File: src/rtl/cal_pkg.sv
package cal_pkg;
  localparam int SEC_W  = 6;
  localparam int MIN_W  = 6;
  localparam int HOUR_W = 5;
  localparam int DAY_W  = 5;
  localparam int MON_W  = 4;
  localparam int YEAR_W = 7;
  localparam int WDAY_W = 3;

  localparam int OFS_SEC  = 'h00;
  localparam int OFS_MIN  = 'h04;
  localparam int OFS_HOUR = 'h08;
  localparam int OFS_DAY  = 'h0C;
  localparam int OFS_MON  = 'h10;
  localparam int OFS_YEAR = 'h14;
  localparam int OFS_WDAY = 'h18;
  localparam int OFS_CTRL = 'h40;

  function automatic logic [6:0] bcd2bin(input logic [7:0] b);
    return 7'(b[7:4]) * 7'd10 + 7'(b[3:0]);
  endfunction

  function automatic logic [7:0] bin2bcd(input logic [6:0] v);
    return {4'(v / 7'd10), 4'(v % 7'd10)};
  endfunction

  function automatic logic [4:0] month_days(input logic [3:0] mon, input logic leap);
    case (mon)
      4'd2: return leap ? 5'd29 : 5'd28;
      4'd4, 4'd6, 4'd9, 4'd11: return 5'd30;
      default: return 5'd31;
    endcase
  endfunction
endpackage

File: src/rtl/cal_wrap_cnt.sv
module cal_wrap_cnt #(
  parameter int W   = 6,
  parameter int LOW = 0
) (
  input  logic         clk_i,
  input  logic         rst_ni,
  input  logic         inc_i,
  input  logic         clr_i,
  input  logic         wr_i,
  input  logic [W-1:0] wr_val_i,
  input  logic [W-1:0] lim_i,
  output logic [W-1:0] q_o,
  output logic         carry_o
);
  localparam logic [W-1:0] LOW_V = W'(LOW);

  logic [W-1:0] q_q;

  // >= lets an out-of-range written value wrap instead of running away
  assign carry_o = inc_i & ~wr_i & ~clr_i & (q_q >= lim_i);
  assign q_o     = q_q;

  always_ff @(posedge clk_i or negedge rst_ni) begin
    if (!rst_ni)        q_q <= LOW_V;
    else if (wr_i)      q_q <= wr_val_i;
    else if (clr_i)     q_q <= LOW_V;
    else if (inc_i)     q_q <= (q_q >= lim_i) ? LOW_V : q_q + W'(1);
  end

  AST_CARRY_TO_LOW: assert property (@(posedge clk_i) disable iff (!rst_ni)
    carry_o |=> (q_o == LOW_V));
  AST_HOLD_IDLE: assert property (@(posedge clk_i) disable iff (!rst_ni)
    (!inc_i && !clr_i && !wr_i) |=> $stable(q_o));
endmodule

File: src/rtl/cal_ctrl.sv
module cal_ctrl (
  input  logic       clk_i,
  input  logic       rst_ni,
  input  logic       tick_i,
  input  logic       any_wr_i,
  input  logic       wr_ctrl_i,
  input  logic [3:0] wdata_i,
  output logic       run_o,
  output logic       round_o,
  output logic       acomp_o,
  output logic       h12_o,
  output logic       tick_go_o
);
  logic pend_q, run_q, round_q, acomp_q, h12_q;
  logic tick_eff;

  // a tick colliding with a write is held one cycle
  assign tick_eff  = tick_i | pend_q;
  assign tick_go_o = tick_eff & ~any_wr_i;

  always_ff @(posedge clk_i or negedge rst_ni) begin
    if (!rst_ni) begin
      pend_q  <= 1'b0;
      run_q   <= 1'b0;
      round_q <= 1'b0;
      acomp_q <= 1'b0;
      h12_q   <= 1'b0;
    end else begin
      pend_q <= tick_eff & any_wr_i;
      if (wr_ctrl_i) begin
        run_q   <= wdata_i[0];
        round_q <= wdata_i[1];
        acomp_q <= wdata_i[2];
        h12_q   <= wdata_i[3];
      end else if (tick_go_o) begin
        round_q <= 1'b0;
      end
    end
  end

  assign run_o   = run_q;
  assign round_o = round_q;
  assign acomp_o = acomp_q;
  assign h12_o   = h12_q;

  AST_ROUND_SELF_CLR: assert property (@(posedge clk_i) disable iff (!rst_ni)
    (round_q && tick_go_o) |=> !round_q);
  AST_TICK_DEFER: assert property (@(posedge clk_i) disable iff (!rst_ni)
    (tick_i && any_wr_i) |=> (tick_go_o || any_wr_i));
endmodule

File: src/rtl/cal_rd_mux.sv
module cal_rd_mux #(
  parameter int ADDR_W = 7
) (
  input  logic [ADDR_W-1:0]          addr_i,
  input  logic [cal_pkg::SEC_W-1:0]  sec_i,
  input  logic [cal_pkg::MIN_W-1:0]  min_i,
  input  logic [cal_pkg::HOUR_W-1:0] hour_i,
  input  logic [cal_pkg::DAY_W-1:0]  day_i,
  input  logic [cal_pkg::MON_W-1:0]  mon_i,
  input  logic [cal_pkg::YEAR_W-1:0] year_i,
  input  logic [cal_pkg::WDAY_W-1:0] wday_i,
  input  logic [3:0]                 ctrl_i,
  output logic [7:0]                 rdata_o
);
  import cal_pkg::*;

  localparam logic [ADDR_W-1:0] A_SEC  = ADDR_W'(OFS_SEC);
  localparam logic [ADDR_W-1:0] A_MIN  = ADDR_W'(OFS_MIN);
  localparam logic [ADDR_W-1:0] A_HOUR = ADDR_W'(OFS_HOUR);
  localparam logic [ADDR_W-1:0] A_DAY  = ADDR_W'(OFS_DAY);
  localparam logic [ADDR_W-1:0] A_MON  = ADDR_W'(OFS_MON);
  localparam logic [ADDR_W-1:0] A_YEAR = ADDR_W'(OFS_YEAR);
  localparam logic [ADDR_W-1:0] A_WDAY = ADDR_W'(OFS_WDAY);
  localparam logic [ADDR_W-1:0] A_CTRL = ADDR_W'(OFS_CTRL);

  logic                pm;
  logic [HOUR_W-1:0]   h12n;
  logic [7:0]          hour_rd;

  always_comb begin
    pm   = (hour_i >= HOUR_W'(12));
    h12n = pm ? hour_i - HOUR_W'(12) : hour_i;
    if (h12n == '0) h12n = HOUR_W'(12);
    hour_rd = ctrl_i[3] ? (bin2bcd(7'(h12n)) | {pm, 7'd0}) : bin2bcd(7'(hour_i));
  end

  always_comb begin
    if      (addr_i == A_SEC)  rdata_o = bin2bcd(7'(sec_i));
    else if (addr_i == A_MIN)  rdata_o = bin2bcd(7'(min_i));
    else if (addr_i == A_HOUR) rdata_o = hour_rd;
    else if (addr_i == A_DAY)  rdata_o = bin2bcd(7'(day_i));
    else if (addr_i == A_MON)  rdata_o = bin2bcd(7'(mon_i));
    else if (addr_i == A_YEAR) rdata_o = bin2bcd(year_i);
    else if (addr_i == A_WDAY) rdata_o = 8'(wday_i);
    else if (addr_i == A_CTRL) rdata_o = {4'd0, ctrl_i};
    else                       rdata_o = 8'd0;
  end
endmodule

File: src/rtl/bcd_rtc_core.sv
module bcd_rtc_core #(
  parameter int ADDR_W = 7
) (
  input  logic              clk_i,
  input  logic              rst_ni,
  input  logic              tick_i,
  input  logic              wr_en_i,
  input  logic [ADDR_W-1:0] addr_i,
  input  logic [7:0]        wdata_i,
  output logic [7:0]        rdata_o,
  output logic [7:0]        sec_o,
  output logic [7:0]        min_o,
  output logic [7:0]        hour_o,
  output logic [7:0]        day_o,
  output logic [7:0]        mon_o,
  output logic [7:0]        year_o,
  output logic [2:0]        wday_o,
  output logic              acomp_en_o,
  output logic              sec_wrap_o,
  output logic              min_wrap_o,
  output logic              hour_wrap_o,
  output logic              day_wrap_o
);
  import cal_pkg::*;

  localparam logic [ADDR_W-1:0] A_SEC  = ADDR_W'(OFS_SEC);
  localparam logic [ADDR_W-1:0] A_MIN  = ADDR_W'(OFS_MIN);
  localparam logic [ADDR_W-1:0] A_HOUR = ADDR_W'(OFS_HOUR);
  localparam logic [ADDR_W-1:0] A_DAY  = ADDR_W'(OFS_DAY);
  localparam logic [ADDR_W-1:0] A_MON  = ADDR_W'(OFS_MON);
  localparam logic [ADDR_W-1:0] A_YEAR = ADDR_W'(OFS_YEAR);
  localparam logic [ADDR_W-1:0] A_CTRL = ADDR_W'(OFS_CTRL);

  logic run, round, acomp, h12, tick_go;
  logic step, round_go, round_up;
  logic [SEC_W-1:0]  sec;
  logic [MIN_W-1:0]  min;
  logic [HOUR_W-1:0] hour;
  logic [DAY_W-1:0]  day, dim;
  logic [MON_W-1:0]  mon;
  logic [YEAR_W-1:0] year;
  logic [WDAY_W-1:0] wday;
  logic sec_c, min_c, hour_c, day_c, mon_c, year_c, wday_c;
  logic [6:0] wval, h12v;
  logic [HOUR_W-1:0] hour_wv;
  logic sec_wrap_q, min_wrap_q, hour_wrap_q, day_wrap_q;

  cal_ctrl u_ctrl (
    .clk_i     (clk_i),
    .rst_ni    (rst_ni),
    .tick_i    (tick_i),
    .any_wr_i  (wr_en_i),
    .wr_ctrl_i (wr_en_i && addr_i == A_CTRL),
    .wdata_i   (wdata_i[3:0]),
    .run_o     (run),
    .round_o   (round),
    .acomp_o   (acomp),
    .h12_o     (h12),
    .tick_go_o (tick_go)
  );

  // a round tick only snaps, it adds no second
  assign step     = tick_go & run & ~round;
  assign round_go = tick_go & round;
  assign round_up = round_go & (sec >= SEC_W'(30));

  assign wval    = bcd2bin(wdata_i);
  assign h12v    = bcd2bin({2'b00, wdata_i[5:0]});
  assign hour_wv = h12 ? HOUR_W'((h12v % 7'd12) + (wdata_i[7] ? 7'd12 : 7'd0))
                       : wval[HOUR_W-1:0];
  assign dim     = month_days(mon, year[1:0] == 2'b00);

  cal_wrap_cnt #(.W(SEC_W), .LOW(0)) u_sec (
    .clk_i(clk_i), .rst_ni(rst_ni), .inc_i(step), .clr_i(round_go),
    .wr_i(wr_en_i && addr_i == A_SEC), .wr_val_i(wval[SEC_W-1:0]),
    .lim_i(SEC_W'(59)), .q_o(sec), .carry_o(sec_c));

  cal_wrap_cnt #(.W(MIN_W), .LOW(0)) u_min (
    .clk_i(clk_i), .rst_ni(rst_ni), .inc_i(sec_c | round_up), .clr_i(1'b0),
    .wr_i(wr_en_i && addr_i == A_MIN), .wr_val_i(wval[MIN_W-1:0]),
    .lim_i(MIN_W'(59)), .q_o(min), .carry_o(min_c));

  cal_wrap_cnt #(.W(HOUR_W), .LOW(0)) u_hour (
    .clk_i(clk_i), .rst_ni(rst_ni), .inc_i(min_c), .clr_i(1'b0),
    .wr_i(wr_en_i && addr_i == A_HOUR), .wr_val_i(hour_wv),
    .lim_i(HOUR_W'(23)), .q_o(hour), .carry_o(hour_c));

  cal_wrap_cnt #(.W(DAY_W), .LOW(1)) u_day (
    .clk_i(clk_i), .rst_ni(rst_ni), .inc_i(hour_c), .clr_i(1'b0),
    .wr_i(wr_en_i && addr_i == A_DAY), .wr_val_i(wval[DAY_W-1:0]),
    .lim_i(dim), .q_o(day), .carry_o(day_c));

  cal_wrap_cnt #(.W(MON_W), .LOW(1)) u_mon (
    .clk_i(clk_i), .rst_ni(rst_ni), .inc_i(day_c), .clr_i(1'b0),
    .wr_i(wr_en_i && addr_i == A_MON), .wr_val_i(wval[MON_W-1:0]),
    .lim_i(MON_W'(12)), .q_o(mon), .carry_o(mon_c));

  cal_wrap_cnt #(.W(YEAR_W), .LOW(0)) u_year (
    .clk_i(clk_i), .rst_ni(rst_ni), .inc_i(mon_c), .clr_i(1'b0),
    .wr_i(wr_en_i && addr_i == A_YEAR), .wr_val_i(wval),
    .lim_i(YEAR_W'(99)), .q_o(year), .carry_o(year_c));

  // weekday has no write path
  cal_wrap_cnt #(.W(WDAY_W), .LOW(0)) u_wday (
    .clk_i(clk_i), .rst_ni(rst_ni), .inc_i(day_c), .clr_i(1'b0),
    .wr_i(1'b0), .wr_val_i('0),
    .lim_i(WDAY_W'(6)), .q_o(wday), .carry_o(wday_c));

  always_ff @(posedge clk_i or negedge rst_ni) begin
    if (!rst_ni) begin
      sec_wrap_q  <= 1'b0;
      min_wrap_q  <= 1'b0;
      hour_wrap_q <= 1'b0;
      day_wrap_q  <= 1'b0;
    end else begin
      sec_wrap_q  <= sec_c | round_up;
      min_wrap_q  <= min_c;
      hour_wrap_q <= hour_c;
      day_wrap_q  <= day_c;
    end
  end

  cal_rd_mux #(.ADDR_W(ADDR_W)) u_rd (
    .addr_i (addr_i),
    .sec_i  (sec),
    .min_i  (min),
    .hour_i (hour),
    .day_i  (day),
    .mon_i  (mon),
    .year_i (year),
    .wday_i (wday),
    .ctrl_i ({h12, acomp, round, run}),
    .rdata_o(rdata_o)
  );

  assign sec_o       = bin2bcd(7'(sec));
  assign min_o       = bin2bcd(7'(min));
  assign hour_o      = bin2bcd(7'(hour));
  assign day_o       = bin2bcd(7'(day));
  assign mon_o       = bin2bcd(7'(mon));
  assign year_o      = bin2bcd(year);
  assign wday_o      = wday;
  assign acomp_en_o  = acomp;
  assign sec_wrap_o  = sec_wrap_q;
  assign min_wrap_o  = min_wrap_q;
  assign hour_wrap_o = hour_wrap_q;
  assign day_wrap_o  = day_wrap_q;

  AST_MIN_NEST: assert property (@(posedge clk_i) disable iff (!rst_ni)
    min_wrap_o |-> sec_wrap_o);
  AST_WDAY_RANGE: assert property (@(posedge clk_i) disable iff (!rst_ni)
    wday <= WDAY_W'(6));
  AST_WDAY_WITH_DAY: assert property (@(posedge clk_i) disable iff (!rst_ni)
    wday_c |-> day_c);
  AST_YEAR_NEST: assert property (@(posedge clk_i) disable iff (!rst_ni)
    year_c |-> (mon_c && day_c));
  AST_STOP_HOLD: assert property (@(posedge clk_i) disable iff (!rst_ni)
    (!run && !round && !wr_en_i) |=> $stable(sec_o));
endmodule

File: config.mk
export PLATFORM = sky130hd
export DESIGN_NAME = bcd_rtc_core
export DESIGN_NICKNAME = d
export VERILOG_FILES = /design/src/rtl/cal_pkg.sv /design/src/rtl/cal_wrap_cnt.sv /design/src/rtl/cal_ctrl.sv /design/src/rtl/cal_rd_mux.sv /design/src/rtl/bcd_rtc_core.sv
export SDC_FILE = /design/constraint.sdc
export NUM_CORES = 1
export LEC_CHECK = 0
export BUFFER_PORTS_ARGS = -buffer_cell sky130_fd_sc_hd__buf_2
export CAP_MARGIN = 20
export CORE_ASPECT_RATIO = 1.5
export CORE_UTILIZATION = 30
export DETAILED_ROUTE_END_ITERATION = 10
export HOLD_SLACK_MARGIN = 0.08
export PLACE_DENSITY = 0.6
export SETUP_SLACK_MARGIN = 0.02
export SYNTH_ARGS = -nofsm -noshare
export SYNTH_HDL_FRONTEND = slang
export SYNTH_SLANG_ARGS = --single-unit
File: constraint.sdc
create_clock -name clk_i -period 3.4 [get_ports clk_i]
set_input_delay 0.17 -clock clk_i [delete_from_list [all_inputs] [get_ports clk_i]]
set_output_delay 0.17 -clock clk_i [all_outputs]
set_load 0.05 [all_outputs]
Yosys cells after proc, flatten, opt, wreduce, memory -nomap -nowiden:

Cells that the tools add are included.
Widths: inputs -> output; s select.

* bits in registers: 45
* input bits: 19
* output and inout port bits: 64
* word-level logic and storage cells: 148

* $add $sub $neg: 11
* multiply operators: 2
* div/mod/pow operators: 15
* magnitude comparators: 9
* equal/unequal tests: 12
* muxes and demuxes: 37
* bitwise logic cells: 28
* reductions and logical operators: 18

Operator list (number)
* $mux 8: 8
* $mux 5: 9
* $mux 6: 7
* $div 5x4->7 const B: 3
* $eq 7x5->1 const B: 3
* $mod 5x4->7 const B: 3
* $mux 7: 3
* $mux 4: 5
* $and 1x1->1: 17
* $div 6x4->7 const B: 2
* $eq 7x4->1 const B: 2
* $mod 6x4->7 const B: 2
* $mod 7x4->7 const B: 2
* $add 6x1->6 const B: 2
* $ge 6x6->1 const B: 2
* $reduce_bool 2->1: 6
* $add 5x1->5 const B: 2
* $eq 4x3->1 const B: 2
* $eq 4x4->1 const B: 2
* $not 1->1: 8
* $or 8x8->8: 1
* $add 6x4->7: 1
* $add 7x1->7 const B: 1
* $add 7x4->7: 1
* other kinds (29): 38

Longest topological paths before layout:

* word-level depth: 18
* depth in mapped cells: 19
* mapped depth without buffers: 18

Cells and area by module:

Synthesis repeated with hierarchy kept, for this count alone.

* cell total of the unflattened synthesis: 1072
* area total of the unflattened synthesis: 7897.6 um2

By module, submodules not included
* cal_rd_mux: instances 1, cells each 388, area an instance 2392.3 um2, sequential area each 0.0 um2
* bcd_rtc_core: instances 1, cells each 300, area an instance 2107.0 um2, sequential area each 100.1 um2
* cal_wrap_cnt at u_min ...: instances 2, cells each 60, area an instance 525.5 um2, sequential area each 150.1 um2
* cal_wrap_cnt at u_year: instances 1, cells each 74, area an instance 629.4 um2, sequential area each 175.2 um2
* cal_wrap_cnt at u_day: instances 1, cells each 55, area an instance 457.9 um2, sequential area each 126.4 um2
* cal_wrap_cnt at u_hour: instances 1, cells each 51, area an instance 439.2 um2, sequential area each 125.1 um2
* cal_wrap_cnt at u_mon: instances 1, cells each 42, area an instance 364.1 um2, sequential area each 101.3 um2
* cal_wrap_cnt at u_wday: instances 1, cells each 29, area an instance 264.0 um2, sequential area each 75.1 um2
* cal_ctrl: instances 1, cells each 13, area an instance 192.7 um2, sequential area each 125.1 um2

Least setup slack after synthesis:

OpenSTA, ideal clock, no wires.

* path kind: register to output
* start: register u_min.q_q[3], in the netlist u_min.q_o[3]
* end: output rdata_o[2]
* arrival time: 4.646 ns
* required time: 3.230 ns
* slack: -1.416 ns
* stages on the path, launching flop included: 14
* buffers on the path: 3
* path through: dfrtp_1 -> buf_2 -> clkbuf_1 -> nand2_1 -> nor2_1 -> a311oi_1 -> ha_1 -> buf_1 -> nor2b_1 -> o21ai_0 -> a31oi_1 -> mux2i_1 -> o22ai_1 -> a31oi_1

* cells in the longest elaborated chain, start to end: 3

Ends and longest elaborated chain
* start, declared: line cal_wrap_cnt.sv:17 `logic [W-1:0] q_q;`
* start signal, assigned: line cal_wrap_cnt.sv:25 `else if (wr_i) q_q <= wr_val_i;`
* start signal, assigned: line cal_wrap_cnt.sv:27 `else if (inc_i) q_q <= (q_q >= lim_i) ? LOW_V : q_q + W'(1);`
* $mod 6x4->7
* named net min_o[2]: line bcd_rtc_core.sv:12 `output logic [7:0] min_o,`
* $mux 8: line cal_rd_mux.sv:39 `else if (addr_i == A_MIN) rdata_o = bin2bcd(7'(min_i));`
* $mux 8: line cal_rd_mux.sv:38 `if (addr_i == A_SEC) rdata_o = bin2bcd(7'(sec_i));`
* end, declared: line bcd_rtc_core.sv:10 `output logic [7:0] rdata_o,`

The timed path passes the listed nets, and every way through them passes these cells.

Worst setup path after layout:

* start: register u_hour.q_q[2], in the netlist u_hour.q_o[2]
* end: output rdata_o[1]

* cells in the longest elaborated chain, start to end: 10
* elaborated cells on any way between the ends: 12
* those cells by class: add/sub (1); div (2); order compare (1); mux (6); bitwise (1); reduce/logical (1)

Ends and longest elaborated chain
* start, declared: line cal_wrap_cnt.sv:17
* start signal, assigned: line cal_wrap_cnt.sv:25
* start signal, assigned: line cal_wrap_cnt.sv:27
* $sub 5x4->5 or $ge 5x4->1 (tied branches): line cal_rd_mux.sv:32, cal_rd_mux.sv:31
* $mux 5: line cal_rd_mux.sv:32 `h12n = pm ? hour_i - HOUR_W'(12) : hour_i;`
* $logic_not 5->1: line cal_rd_mux.sv:33 `if (h12n == '0) h12n = HOUR_W'(12);`
* $mux 5: line cal_rd_mux.sv:33
* $mod 5x4->7: line cal_pkg.sv:24 `return {4'(v / 7'd10), 4'(v % 7'd10)};`
* $or 8x8->8: line cal_rd_mux.sv:34 `hour_rd = ctrl_i[3] ? (bin2bcd(7'(h12n)) | {pm, 7'd0}) : bin2bcd(7'(hour_i));`
* $mux 8 (*): line cal_rd_mux.sv:34
* $mux 8 (*): line cal_rd_mux.sv:40 `else if (addr_i == A_HOUR) rdata_o = hour_rd;`
* $mux 8 (*): line cal_rd_mux.sv:39
* $mux 8 (*): line cal_rd_mux.sv:38

Mark *: on every way between the ends. The rest lies on a longest branch, timed or not.

==> out/results.tsv <==
metric	value	unit
status	finished, violations left	
failed_checks	setup timing	
power.net_switching	1.91	mW
pwr-share-seq	18.2	%
postRouteWirelength	19900	um
clock_tree.root_cell	clkbuf_16	
cp_common_cell	ha_4	
mostFrequentLayoutCell	buf_4	
post_synth_num_cell_types	91	
worstMarginPinSlew	0.651	ns
max_cap_viol_count	0	
route.detailed.drc	0	
critical_path.endpoint_type	output pin	
cts_num_sinks	45	
synth.ff_latch_count	45	
timing.final.hold_violations	0	
power.share.clock	14.7	%
fin_crit_sh	118	%
number_of_global_route_vias_before_repair	6014	
routed-via-count	6439	
setup.worst_path.start_class	flip-flop	
dominantRegCellSynth	dfrtp_1	
worst_hold_depth	3	
count_of_final_max_slew_check_failures	0	
drt-initial-drc-count	523	
syn_inst	794	
power.density	501	nW/um^2
io_pins	83	
via_per_inst	5.52	
finalSetupViolCount	5	
chipWidth	117	um
die-area	20500	um^2
grt_use_total	19.6	%
layout-area-overhead-vs-synth	29.0	%
fin_nets	980	
design_area	7720	um^2
synth_enable_flop_cells	0	
drive_gt1_share	28.1	%
hold_path_class	in2reg	
initial_core_utilization	31.0	%
cp_max_fo	5	
cts_buffer_depth	2	
avgRoutedWirePerCell	17.1	um
cts_tree	built	
internal_power	1.96	mW
place.detailed.hpwl	15500	um
crit_path_cell_trace	buf_6 > inv_6 > ha_4 > buf_6 > o21a_1 > a211oi_2 > ha_2 > inv_2 > ha_4 > a31o_4 > xnor2_4 > ha_4 > inv_4 > a31oi_1 > o21a_1 > a31oi_4 > o31a_1 > a31oi_4 > buf_12	
combinationalPowerShare	67.1	%
critical_path_arrival	3.83	ns
synth_sequential_area_ratio	18.9	%
largest_stage_delay_worst_path	0.42	ns
critPathKind	reg2out	
ctsHtreeMaxLevel	2	
share_of_total_power_consumed_by_net_switching	49.3	%
crit_required	3.23	ns
die_h	175	um
drt.antenna.violating_nets	0	
grt_setup_unrepaired	true	
worstRegToRegCells	14	
cts.reportedPaths.clkPinSlew	0.06	ns
finalCoreUtilization	39.9	%
grt_first_pass_wirelength	31500	um
layout.cells.most_common_list	87 x buf_4, 79 x nand2_1, 67 x buf_2, 57 x nor2_1, 53 x a21oi_1	
postSynth.asyncResetShare	100	%
timing.final.crit_period	4.00	ns
antenna-diode-count	0	
placement_rows	62	
static-leakage-power	3.38	nW
slew-limit-headroom	56.4	%
avg_cell_area_syn	7.53	um^2
placed_cell_area	7330	um^2
setup_skew	0.0100	ns
place_congestion	0.912	
global_route.overflow_total	0	
grt_max_degree	33	
vdd_ir_drop_max	0.271	mV
slowest_stage	dfrtp_1	
portBuffers	73	
clock_latency	0.30	ns
cts-buffers-inserted	5	
grt_antenna_before_repair	0	
fp.coreArea	19300	um^2
synthesis.area	5980	um^2
achievable-frequency	250	MHz
postLayoutSetupSlackWorst	-0.599	ns
yosys_warnings	0	
first_pass_iters	5	
## registers in the layout, indices dropped and copies added, names as in the netlist
signal / flops
u_ctrl.acomp_o: 1
day_wrap_o: 1
u_ctrl.run_o: 1
u_ctrl.h12_o: 1
u_day.q_o: 5
u_year.q_o: 7
u_wday.q_o: 3
u_hour.q_o: 5
u_ctrl.round_o: 1
u_sec.q_o: 6
hour_wrap_o: 1
u_mon.q_o: 4
u_ctrl.pend_q: 1
min_wrap_o: 1
sec_wrap_o: 1
u_min.q_o: 6
## layout make-up
| cell class | count | area, um^2 |
|---|---|---|
| inverter | 49 | 204 |
| clock buffer | 5 | 125 |
| multi-input combinational | 643 | 4770 |
| fill | 1959 | 11600 |
| tap | 256 | 320 |
| sequential | 45 | 1130 |
| clock inverter | 2 | 35.0 |
| timing repair buffer | 166 | 1130 |
## kinds of logic after synthesis
logic type / synth area share (%)
buffers and inverters: 8.89
DFF: 18.9
AOI/OAI and AO/OA: 28.4
muxes: 3.12
adders and majority gates: 11.2
other: 0.0627
and+or+nand+nor: 26.0
xor gates and xnor gates: 3.37
## timing repair
item	4_1_cts	5_1_grt
endpoints found under the setup margin	5	9
cloned	0	0
gates resized for setup	17	16
hold endpoints to repair	11	0
buffers inserted	5	4
hold buffers	1	0
pin swaps	14	17
## routing by layer
metal | track usage [%] | wire (um)
met1 | 24.7 | 8540
met4 | 10.0 | 941
met3 | 1.87 | 889
met5 | 0 | 0
met2 | 32.5 | 9550
## power by group through the flow
| stage | sequential (mW) | combinational, mW | clock (mW) |
|---|---|---|---|
| floorplan | 0.659 | 1.83 | 0 |
| global placement | 0.707 | 2.39 | 0 |
| detailed placement | 0.708 | 2.42 | 0 |
| CTS | 0.698 | 2.52 | 0.576 |
| global route | 0.714 | 2.78 | 0.596 |
| finish | 0.702 | 2.59 | 0.569 |
## synthesized netlist by cell type (all sizes together), types with 8 or more instances
master | count | area (um^2)
nor2b | 17 | 106
nand3 | 31 | 168
a211oi | 9 | 67.6
nor3 | 26 | 135
a22o | 8 | 70.1
inv | 45 | 169
o211ai | 8 | 60.1
mux2i | 13 | 130
dfrtp | 43 | 1080
a21oi | 56 | 284
clkbuf | 28 | 109
a31oi | 28 | 181
nand2b | 15 | 93.8
buf | 37 | 231
ha | 48 | 601
nand2 | 80 | 308
and3 | 16 | 100
nor2 | 58 | 220
o21a | 8 | 60.1
xnor2 | 18 | 158
o22ai | 11 | 68.8
o21ai | 42 | 210
## metrics by stage
step                      setup slack (ns)  setup TNS [ns]  total power, mW  std cells  hold WS [ns]
final                               -0.599           -2.27             3.86       1166         0.143
after global routing                -0.725           -2.93             4.09       1166         0.161
after CTS                           -0.531           -1.84             3.79       1162         0.141
after detailed placement            -0.326          -0.908             3.13       1149         0.126
after global placement              -0.270          -0.664             3.10       1149         0.128
after floorplan                     -0.295          -0.891             2.49        802        -0.126
## worst paths after layout
path / startpoint / to / slack (ns)
setup reg to reg: u_mon.q_o[0]$_DFFE_PN1P_ / u_mon.q_o[3]$_DFFE_PN0P_ / 0.29
max in group asynchronous: rst_ni / u_year.q_o[6]$_DFFE_PN0P_ / 2.27
setup / recovery: u_hour.q_o[2]$_DFFE_PN0P_ / rdata_o[1] / -0.60
hold reg to reg: u_ctrl.pend_q$_DFF_PN0_ / u_ctrl.pend_q$_DFF_PN0_ / 0.53
min in group asynchronous: rst_ni / hour_wrap_o$_DFF_PN0_ / 0.33
hold / removal: wdata_i[3] / u_ctrl.h12_o$_DFFE_PN0P_ / 0.14
## critical path: cells and delay by family, from the launching register on
kind	cells	cell delay, ns
AO/OA/AOI/OAI	8	1.58
adder cells (fa/ha/maj)	4	0.79
buffers and inverters	6	0.55
flip-flops	1	0.42
XOR/XNOR	1	0.21
Power figures use the tool's default switching activity.
